## config.mk

```make
export PLATFORM = sky130hd
export DESIGN_NAME = mouse_pkt_enc
export DESIGN_NICKNAME = d
export VERILOG_FILES = /design/src/rtl/mpk_pkg.sv /design/src/rtl/mpk_framer.sv /design/src/rtl/mpk_fifo.sv /design/src/rtl/mouse_pkt_enc.sv
export SDC_FILE = /design/constraint.sdc
export NUM_CORES = 2
export LEC_CHECK = 0
export CORE_UTILIZATION = 30
export CTS_CLUSTER_SIZE = 40
export DETAILED_ROUTE_END_ITERATION = 8
export DONT_BUFFER_PORTS = 1
export PLACE_DENSITY = 0.45
export SLEW_MARGIN = 0
export SYNTH_ARGS = -nofsm -noshare
export SYNTH_HDL_FRONTEND = slang
export SYNTH_SLANG_ARGS = --single-unit
```

## constraint.sdc

```tcl
create_clock -name clk -period 12.45 [get_ports clk]
set_input_delay 1.245 -clock clk [delete_from_list [all_inputs] [get_ports clk]]
set_output_delay 1.245 -clock clk [all_outputs]
set_load 0.01 [all_outputs]
```

## src/rtl/mpk_pkg.sv

```systemverilog
package mpk_pkg;

  typedef logic [4:0][7:0] mpk_report_t;

  // Clamp a signed value to -127..127 and return it as a byte
  function automatic logic [7:0] mpk_clip(input logic signed [31:0] v);
    if (v > 32'sd127)       return 8'h7F;
    else if (v < -32'sd127) return 8'h81;
    else                    return v[7:0];
  endfunction

  function automatic logic [7:0] mpk_sync(input logic l, input logic m, input logic r);
    return {5'b10000, ~l, ~m, ~r};
  endfunction

  function automatic mpk_report_t mpk_build(input logic signed [31:0] dx,
                                            input logic signed [31:0] dy,
                                            input logic l, input logic m,
                                            input logic r);
    mpk_report_t p;
    p[0] = mpk_sync(l, m, r);
    p[1] = mpk_clip(dx);
    p[2] = mpk_clip(-dy);
    p[3] = 8'h00;
    p[4] = 8'h00;
    return p;
  endfunction

endpackage

```

## src/rtl/mpk_framer.sv

```systemverilog
module mpk_framer import mpk_pkg::*; #(
  parameter int DW = 10
) (
  input  logic                 clk,
  input  logic                 rst_n,
  input  logic                 evt_valid,
  input  logic signed [DW-1:0] evt_dx,
  input  logic signed [DW-1:0] evt_dy,
  input  logic [2:0]           evt_btn,   // {left, middle, right}
  output logic                 push_o,
  output logic [7:0]           byte_o
);
  localparam int NBYTES = 5;

  mpk_report_t evt_rep, shreg, held_rep, next_rep;
  logic [2:0]  left_q;
  logic        held_v;
  logic        load_now;
  logic signed [31:0] dx32, dy32;

  assign dx32    = 32'(evt_dx);
  assign dy32    = 32'(evt_dy);
  assign evt_rep = mpk_build(dx32, dy32, evt_btn[2], evt_btn[1], evt_btn[0]);

  // a new report may start when idle or on the last byte of the current one
  assign load_now = (left_q <= 3'd1) && (held_v || evt_valid);
  assign next_rep = held_v ? held_rep : evt_rep;

  always_ff @(posedge clk or negedge rst_n) begin
    if (!rst_n) begin
      shreg  <= '0;
      left_q <= '0;
    end else if (load_now) begin
      shreg  <= next_rep;
      left_q <= 3'(NBYTES);
    end else if (left_q != 0) begin
      shreg  <= {8'h00, shreg[4:1]};
      left_q <= left_q - 3'd1;
    end
  end

  always_ff @(posedge clk or negedge rst_n) begin
    if (!rst_n) begin
      held_v   <= 1'b0;
      held_rep <= '0;
    end else if (evt_valid && !(load_now && !held_v)) begin
      held_v   <= 1'b1;
      held_rep <= evt_rep;
    end else if (load_now) begin
      held_v   <= 1'b0;
    end
  end

  assign push_o = (left_q != 0);
  assign byte_o = shreg[0];


  contiguous_push_chk: assert property (@(posedge clk) disable iff (!rst_n)
    (push_o && left_q > 3'd1) |=> push_o);

  sync_first_chk: assert property (@(posedge clk) disable iff (!rst_n)
    (load_now) |=> (byte_o[7:3] == 5'b10000));

  held_start_chk: assert property (@(posedge clk) disable iff (!rst_n)
    (held_v && left_q == 3'd1) |=> (push_o && byte_o[7:3] == 5'b10000));

endmodule

```

## src/rtl/mpk_fifo.sv

```systemverilog
module mpk_fifo #(
  parameter int DEPTH = 256,
  parameter int W     = 8
) (
  input  logic         clk,
  input  logic         rst_n,
  input  logic         push_i,
  input  logic [W-1:0] wdata_i,
  input  logic         pop_i,
  output logic [W-1:0] rd_byte_o,
  output logic         avail_o,
  output logic         ovf_o
);
  localparam int AW = (DEPTH > 1) ? $clog2(DEPTH) : 1;
  localparam int CW = AW + 1;

  logic [W-1:0]  mem [DEPTH];
  logic [AW-1:0] wptr, rptr;
  logic [CW-1:0] count;
  logic          empty, full, do_pop, do_push, drop_now;

  assign empty    = (count == 0);
  assign full     = (count == CW'(DEPTH));
  assign do_pop   = pop_i && !empty;
  assign do_push  = push_i && (!full || do_pop);
  assign drop_now = push_i && !do_push;

  function automatic logic [AW-1:0] wrap_inc(input logic [AW-1:0] p);
    return (p == AW'(DEPTH - 1)) ? '0 : p + 1'b1;
  endfunction

  always_ff @(posedge clk) begin
    if (do_push) mem[wptr] <= wdata_i;
  end

  always_ff @(posedge clk or negedge rst_n) begin
    if (!rst_n) begin
      wptr      <= '0;
      rptr      <= '0;
      count     <= '0;
      rd_byte_o <= '0;
      avail_o   <= 1'b0;
      ovf_o     <= 1'b0;
    end else begin
      if (do_push) wptr <= wrap_inc(wptr);
      if (do_pop)  rptr <= wrap_inc(rptr);
      count <= count + CW'(do_push) - CW'(do_pop);
      if (pop_i) rd_byte_o <= empty ? '0 : mem[rptr];
      avail_o <= pop_i ? 1'b0 : !empty;
      ovf_o   <= drop_now;
    end
  end


  drop_flag_chk: assert property (@(posedge clk) disable iff (!rst_n)
    (push_i && full && !pop_i) |=> ovf_o);

  empty_read_chk: assert property (@(posedge clk) disable iff (!rst_n)
    (pop_i && empty) |=> (rd_byte_o == '0));

  avail_clear_chk: assert property (@(posedge clk) disable iff (!rst_n)
    pop_i |=> !avail_o);

  depth_bound_chk: assert property (@(posedge clk) disable iff (!rst_n)
    (full && !do_pop) |=> (count == CW'(DEPTH)));

endmodule

```

## src/rtl/mouse_pkt_enc.sv

```systemverilog
module mouse_pkt_enc #(
  parameter int DW    = 10,
  parameter int DEPTH = 256
) (
  input  logic                 clk,
  input  logic                 rst_n,
  input  logic                 evt_valid,
  input  logic signed [DW-1:0] evt_dx,
  input  logic signed [DW-1:0] evt_dy,
  input  logic                 btn_left,
  input  logic                 btn_middle,
  input  logic                 btn_right,
  input  logic                 rd_en,
  output logic [7:0]           rd_byte,
  output logic                 rx_avail,
  output logic                 byte_dropped
);
  logic       pkt_push;
  logic [7:0] pkt_byte;

  mpk_framer #(.DW(DW)) u_framer (
    .clk       (clk),
    .rst_n     (rst_n),
    .evt_valid (evt_valid),
    .evt_dx    (evt_dx),
    .evt_dy    (evt_dy),
    .evt_btn   ({btn_left, btn_middle, btn_right}),
    .push_o    (pkt_push),
    .byte_o    (pkt_byte)
  );

  mpk_fifo #(.DEPTH(DEPTH), .W(8)) u_fifo (
    .clk       (clk),
    .rst_n     (rst_n),
    .push_i    (pkt_push),
    .wdata_i   (pkt_byte),
    .pop_i     (rd_en),
    .rd_byte_o (rd_byte),
    .avail_o   (rx_avail),
    .ovf_o     (byte_dropped)
  );


  drop_only_on_push_chk: assert property (@(posedge clk) disable iff (!rst_n)
    byte_dropped |-> $past(pkt_push));

endmodule

```

### Word level (Yosys, flattened, before mapping)

Memories as Yosys holds them, arrays and structs flattened.
Index checks and enable logic that the tools add are counted.

| word-level totals | value |
|---|---|
| bits in registers | 99 |
| RAM bits | 2,048 |
| word-level logic and storage cells | 68 |
| memories | 1 |

| operators by class | value |
|---|---|
| $add $sub $neg | 6 |
| $lt $le $gt $ge | 5 |
| equal/unequal tests | 3 |
| muxes and demuxes | 17 |
| bitwise logic cells | 3 |
| reductions and logical operators | 17 |

Memories:

| memory | words | bits a word | read ports | clocked after Yosys merged registers in | write ports | line | text |
|---|---|---|---|---|---|---|---|
| u_fifo.mem | 256 | 8 | 1 | 0 | 1 | mpk_fifo.sv:17 | `logic [W-1:0] mem [DEPTH];` |

Operators by type and width:

| cell | number |
|---|---|
| two-way mux 40 bit | 2 |
| two-way mux 8 bit | 7 |
| greater-than comparator 32 x 8 -> 1 bit (second input constant) | 1 |
| less-than comparator 32 x 8 -> 1 bit (second input constant) | 1 |
| negation 10 -> 32 bit | 1 |
| two-way mux 24 bit | 1 |
| adder 8 x 1 -> 8 bit (second input constant) | 2 |
| equality test 8 bit (second input constant) | 2 |
| greater-than comparator 10 x 8 -> 1 bit (second input constant) | 1 |
| less-than comparator 10 x 8 -> 1 bit (second input constant) | 1 |
| adder 9 x 1 -> 9 bit | 1 |
| equality test 9 bit (second input constant) | 1 |
| logical NOT 9 bit | 1 |
| subtractor 9 x 1 -> 9 bit | 1 |
| logical AND 1 bit | 6 |
| two-way mux 3 bit | 2 |
| logical NOT 1 bit | 5 |
| two-way mux 1 bit | 5 |
| nonzero test 2 bit | 2 |
| <= comparator 3 x 1 -> 1 bit (second input constant) | 1 |
| NOT 1 bit | 3 |
| nonzero test 3 bit | 1 |
| subtractor 3 x 1 -> 3 bit (second input constant) | 1 |
| logical OR 1 bit | 2 |

### Depth between registers and ports, before layout

| logic depth | value |
|---|---|
| depth after elaboration | 7 |
| depth in mapped cells | 17 |
| mapped depth without buffers | 17 |

### By module

Synthesis repeated with hierarchy kept, for this count alone.

| unflattened totals | value |
|---|---|
| cell total of the unflattened synthesis | 4,176 |
| area, all modules | 84,222.0 um^2 |

By module, submodules not included:

| module | times used | cells an instance | area each (um^2) | seq. area each (um^2) |
|---|---|---|---|---|
| mpk_fifo | 1 | 3,851 | 81,389.3 | 62,374.8 |
| mpk_framer | 1 | 325 | 2,832.7 | 1,201.2 |

### Worst setup path before layout

Ideal clock, no wire load.

| timing path | value |
|---|---|
| kind | reg2reg |
| start | register u_framer.shreg (netlist bit u_framer.byte_o[0]) |
| end | memory u_fifo.mem[0][0], data pin |
| setup time | 0.804 ns |
| data arrival time | 3.183 ns |
| slack | 8.463 ns |
| stages on the path, launching flop included | 1 |
| buffers on the path | 0 |
| period minus slack after synthesis | 3.987 ns |
| cells stage by stage | dfrtp_1 |

RTL lines:

| element | line | text |
|---|---|---|
| start, declared | mpk_framer.sv:15 | `mpk_report_t evt_rep, shreg, held_rep, next_rep;` |
| start signal, assigned | mpk_framer.sv:34 | `shreg <= next_rep;` |
| start signal, assigned | mpk_framer.sv:37 | `shreg <= {8'h00, shreg[4:1]};` |
| end, declared | mpk_fifo.sv:17 |  |

Straight into the memory's write port.

### Final worst setup path

| timing path | value |
|---|---|
| start | register u_fifo.rptr[2] |
| end | register u_fifo.rd_byte_o[0] |

| on the way | value |
|---|---|
| cells in the longest elaborated chain, start to end | 2 |

RTL lines:

| element | line | text |
|---|---|---|
| start, declared | mpk_fifo.sv:18 | `logic [AW-1:0] wptr, rptr;` |
| start signal, assigned | mpk_fifo.sv:46 | `if (do_pop) rptr <= wrap_inc(rptr);` |
| memory (256 x 8 bit) | -- |  |
| two-way mux 8 bit | mpk_fifo.sv:48 | `if (pop_i) rd_byte_o <= empty ? '0 : mem[rptr];` |
| end signal, assigned | mpk_fifo.sv:48 |  |
| end, declared | mpk_fifo.sv:10 | `output logic [W-1:0] rd_byte_o,` |

No other way between the ends.
A chain may end at the register's enable or synchronous reset.

==> flow_summary.toml <==
[outcome]
outcome = "finished clean"

[logic_synthesis]
synth.area.mux_share_pct = 13.7
yosys_warnings = 0
synth_ff_type = "sky130_fd_sc_hd__edfxtp_1"
synth_cell_types = 70
synth-seq-cells = 2131
synth-compound-area-share_pct = 4.49
avg_cell_area_syn_sq_um = 19.1
syn-instance-count = 4404
syn-cell-area_sq_mm = 0.0842
synth.net_count = 4460
dominant_combinational_cell_family_by_area_after_synthesis = "multiplexers"
synth_adder_area_share_pct = 0.452
yosys.area_share.xor_xnor_pct = 0.239
synth-edff-count = 2048
ys_async_sr_fraction_pct = 3.89
synth-seq-area-share_pct = 75.5
post_synth_and_or_nand_nor_area_fraction_pct = 3.63

[route]
routed_via_density = 5.08
post_drt_wl_per_cell_microns = 28.7
vias = 42500
detail_route.drc_violations = 0
routed_wirelength_microns = 241000
detailed_routing_iteration_count_for_the_pre_antenna_repair_pass = 6
ant_nets = 0
drc_violation_total_after_the_first_tritonroute_iteration = 4151

[critical_path]
end_kind = "flip-flop"
reg2regPathDepth = 9
regToRegEndpoint = "u_fifo.rd_byte_o[0]$_DFFE_PN0P_"
worst-endpoint-required_ns = 13.19
ff2ff_setup_slack_ns = 7.02
setup.worst_path.start_class = "flip-flop"
r2r-start = "u_fifo.rptr[2]$_DFFE_PN0P_"
critPathLaunch = "u_fifo.rptr[2]$_DFFE_PN0P_"
crit_end = "u_fifo.rd_byte_o[0]$_DFFE_PN0P_"
timing.critical_path.arrival_ns = 6.18
critPathKind = "reg -> reg"
crit_path_max_fanout = 55

[floorplan]
chipWidth_microns = 532
row_count = 194
die_extent_in_y_microns = 532
start_util_pct = 30.2
core_region_area_sq_mm = 0.279
floorplan.io_pins = 37
design.die.area_sq_mm = 0.283

[grt]
grt_pass1_vias = 43500
grt_usage_pct = 16.8
largest_net_degree_at_the_start_of_global_routing = 102
gr-total-overflow = 0
grt_first_pass_wirelength_microns = 342000
grt_antenna_before_repair = 11

[placement]
dpl_worst_slack_ns = 6.87
dp_hpwl_microns = 146000
gp_congestion = 0.788
placement.io_buffers = 0
post_placement_cell_count = 7949

[clock_tree]
deepest_clock_path_buffer_count = 3
tritoncts = "done"
cts-root-buf = "sky130_fd_sc_hd__clkbuf_16"
ctsResizeCount = 0
cts.htree.levels = 4
cts.sinks = 2131
cts.repair_timing.setup_buffer_count = 0
cts-buffers-inserted = 224
clkSlewWorstSetupHoldPaths_ns = 0.06
worst_skew_pair.late_latency_ns = 0.87
cts_hold_buf = 0

[sta]
setup-tns-final_ns = 0
worst_hold_slack_ns = 0.0883
finClkSkew_ns = 0.0465
slew_violations = 0
finalSetupViolCount = 0
tightest_slew_ns = 1.40
post-route-min-period_ns = 5.43
finalWorstSetupSlack_ns = 7.02
max-slew-margin-rel_pct = 6.58
post-route-period-util_pct = 43.7
setup_repair_after_global_routing_missed_its_margin = "no"
timing.final.hold_violations = 0
achievable-frequency_mhz = 184

[final_layout]
flow.area_growth_from_synthesis_pct = 13.3
nNetsFinal = 4507
layout_commonest_cell = "sky130_fd_sc_hd__edfxtp_1"
most_frequent_cells_in_the_layout = "2,048 x sky130_fd_sc_hd__edfxtp_1, 377 x sky130_fd_sc_hd__mux4_2, 320 x sky130_fd_sc_hd__nor2_1"
finish.cell_count_without_fillers = 8369
post_route_cells_drive_above_1_share_pct = 17.6

[power_and_ir_drop]
seq_power_share_pct = 41.7
comb_power_share_pct = 28.9
power.static_leakage_nw = 30.0
power.share.switching_pct = 34.0
vdd_ir_drop_max_v = 0.000184
internal_power_mw = 14.8
switchingPower_mw = 7.60
clkPwrFrac_pct = 29.4
power_density_mw_per_mm2 = 234

[job]
timing.max_cap.violations = 0

[worst_hold_path]
min_path_type = "in -> async"
## synth_stat cells (all sizes together), types with 2 or more instances
cell type	number	share of area [%]
and3	11	0.082
xor2	11	0.11
o22ai	68	0.51
or2	3	0.022
nand4	14	0.10
a211oi	36	0.33
nand2	143	0.64
a31oi	20	0.15
o21ai	66	0.39
dfrtp	83	2.5
o21bai	12	0.11
o31ai	9	0.080
a22oi	75	0.67
o221ai	109	1.1
a21o	6	0.053
clkinv	2	0.0089
nand3	50	0.30
a221oi	2	0.021
nand2b	11	0.082
inv	24	0.11
clkbuf	142	0.63
a21boi	8	0.071
nor2	323	1.4
ha	28	0.42
nor4	5	0.037
xnor2	12	0.12
or3	2	0.015
mux4	377	10
a21oi	109	0.65
nand4b	4	0.042
buf	128	1.2
o211ai	7	0.062
mux2i	305	3.6
nor3b	3	0.027
nor3	80	0.48
nor2b	27	0.20
and3b	3	0.031
o41ai	7	0.13
edfxtp	2048	73
and2	8	0.059
nor4b	4	0.049
## metrics by stage
step / utilization [%] / area (sq um) / power [mW]
after floorplan: - / 84200 / 13.6
after global placement: 31.6 / 88200 / 16.0
after detailed placement: 31.6 / 88200 / 16.0
after CTS: 34.2 / 95400 / 22.6
after global routing: 34.2 / 95400 / 23.2
final: 34.2 / 95400 / 22.4
## critical path: stages, from the launching register on
cell and delay (ns):
sky130_fd_sc_hd__dfrtp_4 0.77, sky130_fd_sc_hd__buf_4 0.60, sky130_fd_sc_hd__nand2_4 0.51, sky130_fd_sc_hd__buf_4 0.43, sky130_fd_sc_hd__buf_4 0.42, sky130_fd_sc_hd__o221ai_1 0.37
sky130_fd_sc_hd__nor3_1 0.09, sky130_fd_sc_hd__nor3_1 0.64, sky130_fd_sc_hd__nand4_1 0.83, sky130_fd_sc_hd__o41ai_2 0.56
## cells by family (layout without fill, tap and decap cells)
logic type / count (synthesis) / count (layout)
buf+inv: 296 / 531
xor+xnor: 23 / 23
simple gates: 694 / 694
compound gates: 547 / 547
flops: 2131 / 2131
mux: 683 / 683
other cells: 0 / 6
fa+ha+maj: 30 / 30
## per-layer routing
layer,GRT usage (%),share of wire [%]
met5,0,0
met2,26.7,47
met1,23.7,45
met3,3.06,5.6
met4,4.10,2.2
## worst min path at each step
stage	end	slack, ns	cells past startpoint
after floorplan	u_framer.held_rep[7]$_DFFE_PN0P_	0.44	1
after global placement	u_framer.held_rep[7]$_DFFE_PN0P_	0.45	1
after detailed placement	u_framer.held_rep[8]$_DFFE_PN0P_	0.47	2
after CTS	u_framer.held_rep[2]$_DFFE_PN0P_	0.009	0
after global routing	u_fifo.count[4]$_DFF_PN0_	0.03	0
final	u_framer.held_rep[9]$_DFFE_PN0P_	0.09	0
## registers in the layout, indices dropped and copies added, names as in the netlist
signal             count
u_fifo.mem          2048
u_framer.held_rep     20
u_framer.shreg        16
u_fifo.count           9
u_fifo.rd_byte_o       8
u_fifo.rptr            8
u_fifo.wptr            8
u_framer.byte_o        8
u_framer.left_q        3
u_fifo.avail_o         1
u_fifo.ovf_o           1
u_framer.held_v        1
## power groups by stage
stage / Clock (mW) / Combinational [mW] / Sequential, mW
floorplan: 0 / 3.96 / 9.65
global placement: 0 / 6.53 / 9.47
detailed placement: 0 / 6.55 / 9.48
CTS: 6.70 / 6.56 / 9.33
global route: 6.97 / 6.87 / 9.36
finish: 6.58 / 6.45 / 9.32
## cell type report
class                      instances  area [sq um]
inverter                          26           101
tap                             3724          4660
fill                           26400        184000
multi-input combinational       1977         19100
clock inverter                   133          1200
timing repair buffer              91           746
antenna                            6          15.0
clock buffer                     281          5940
sequential                      2131         63600
Note: power is estimated with default switching activity, not from simulation.
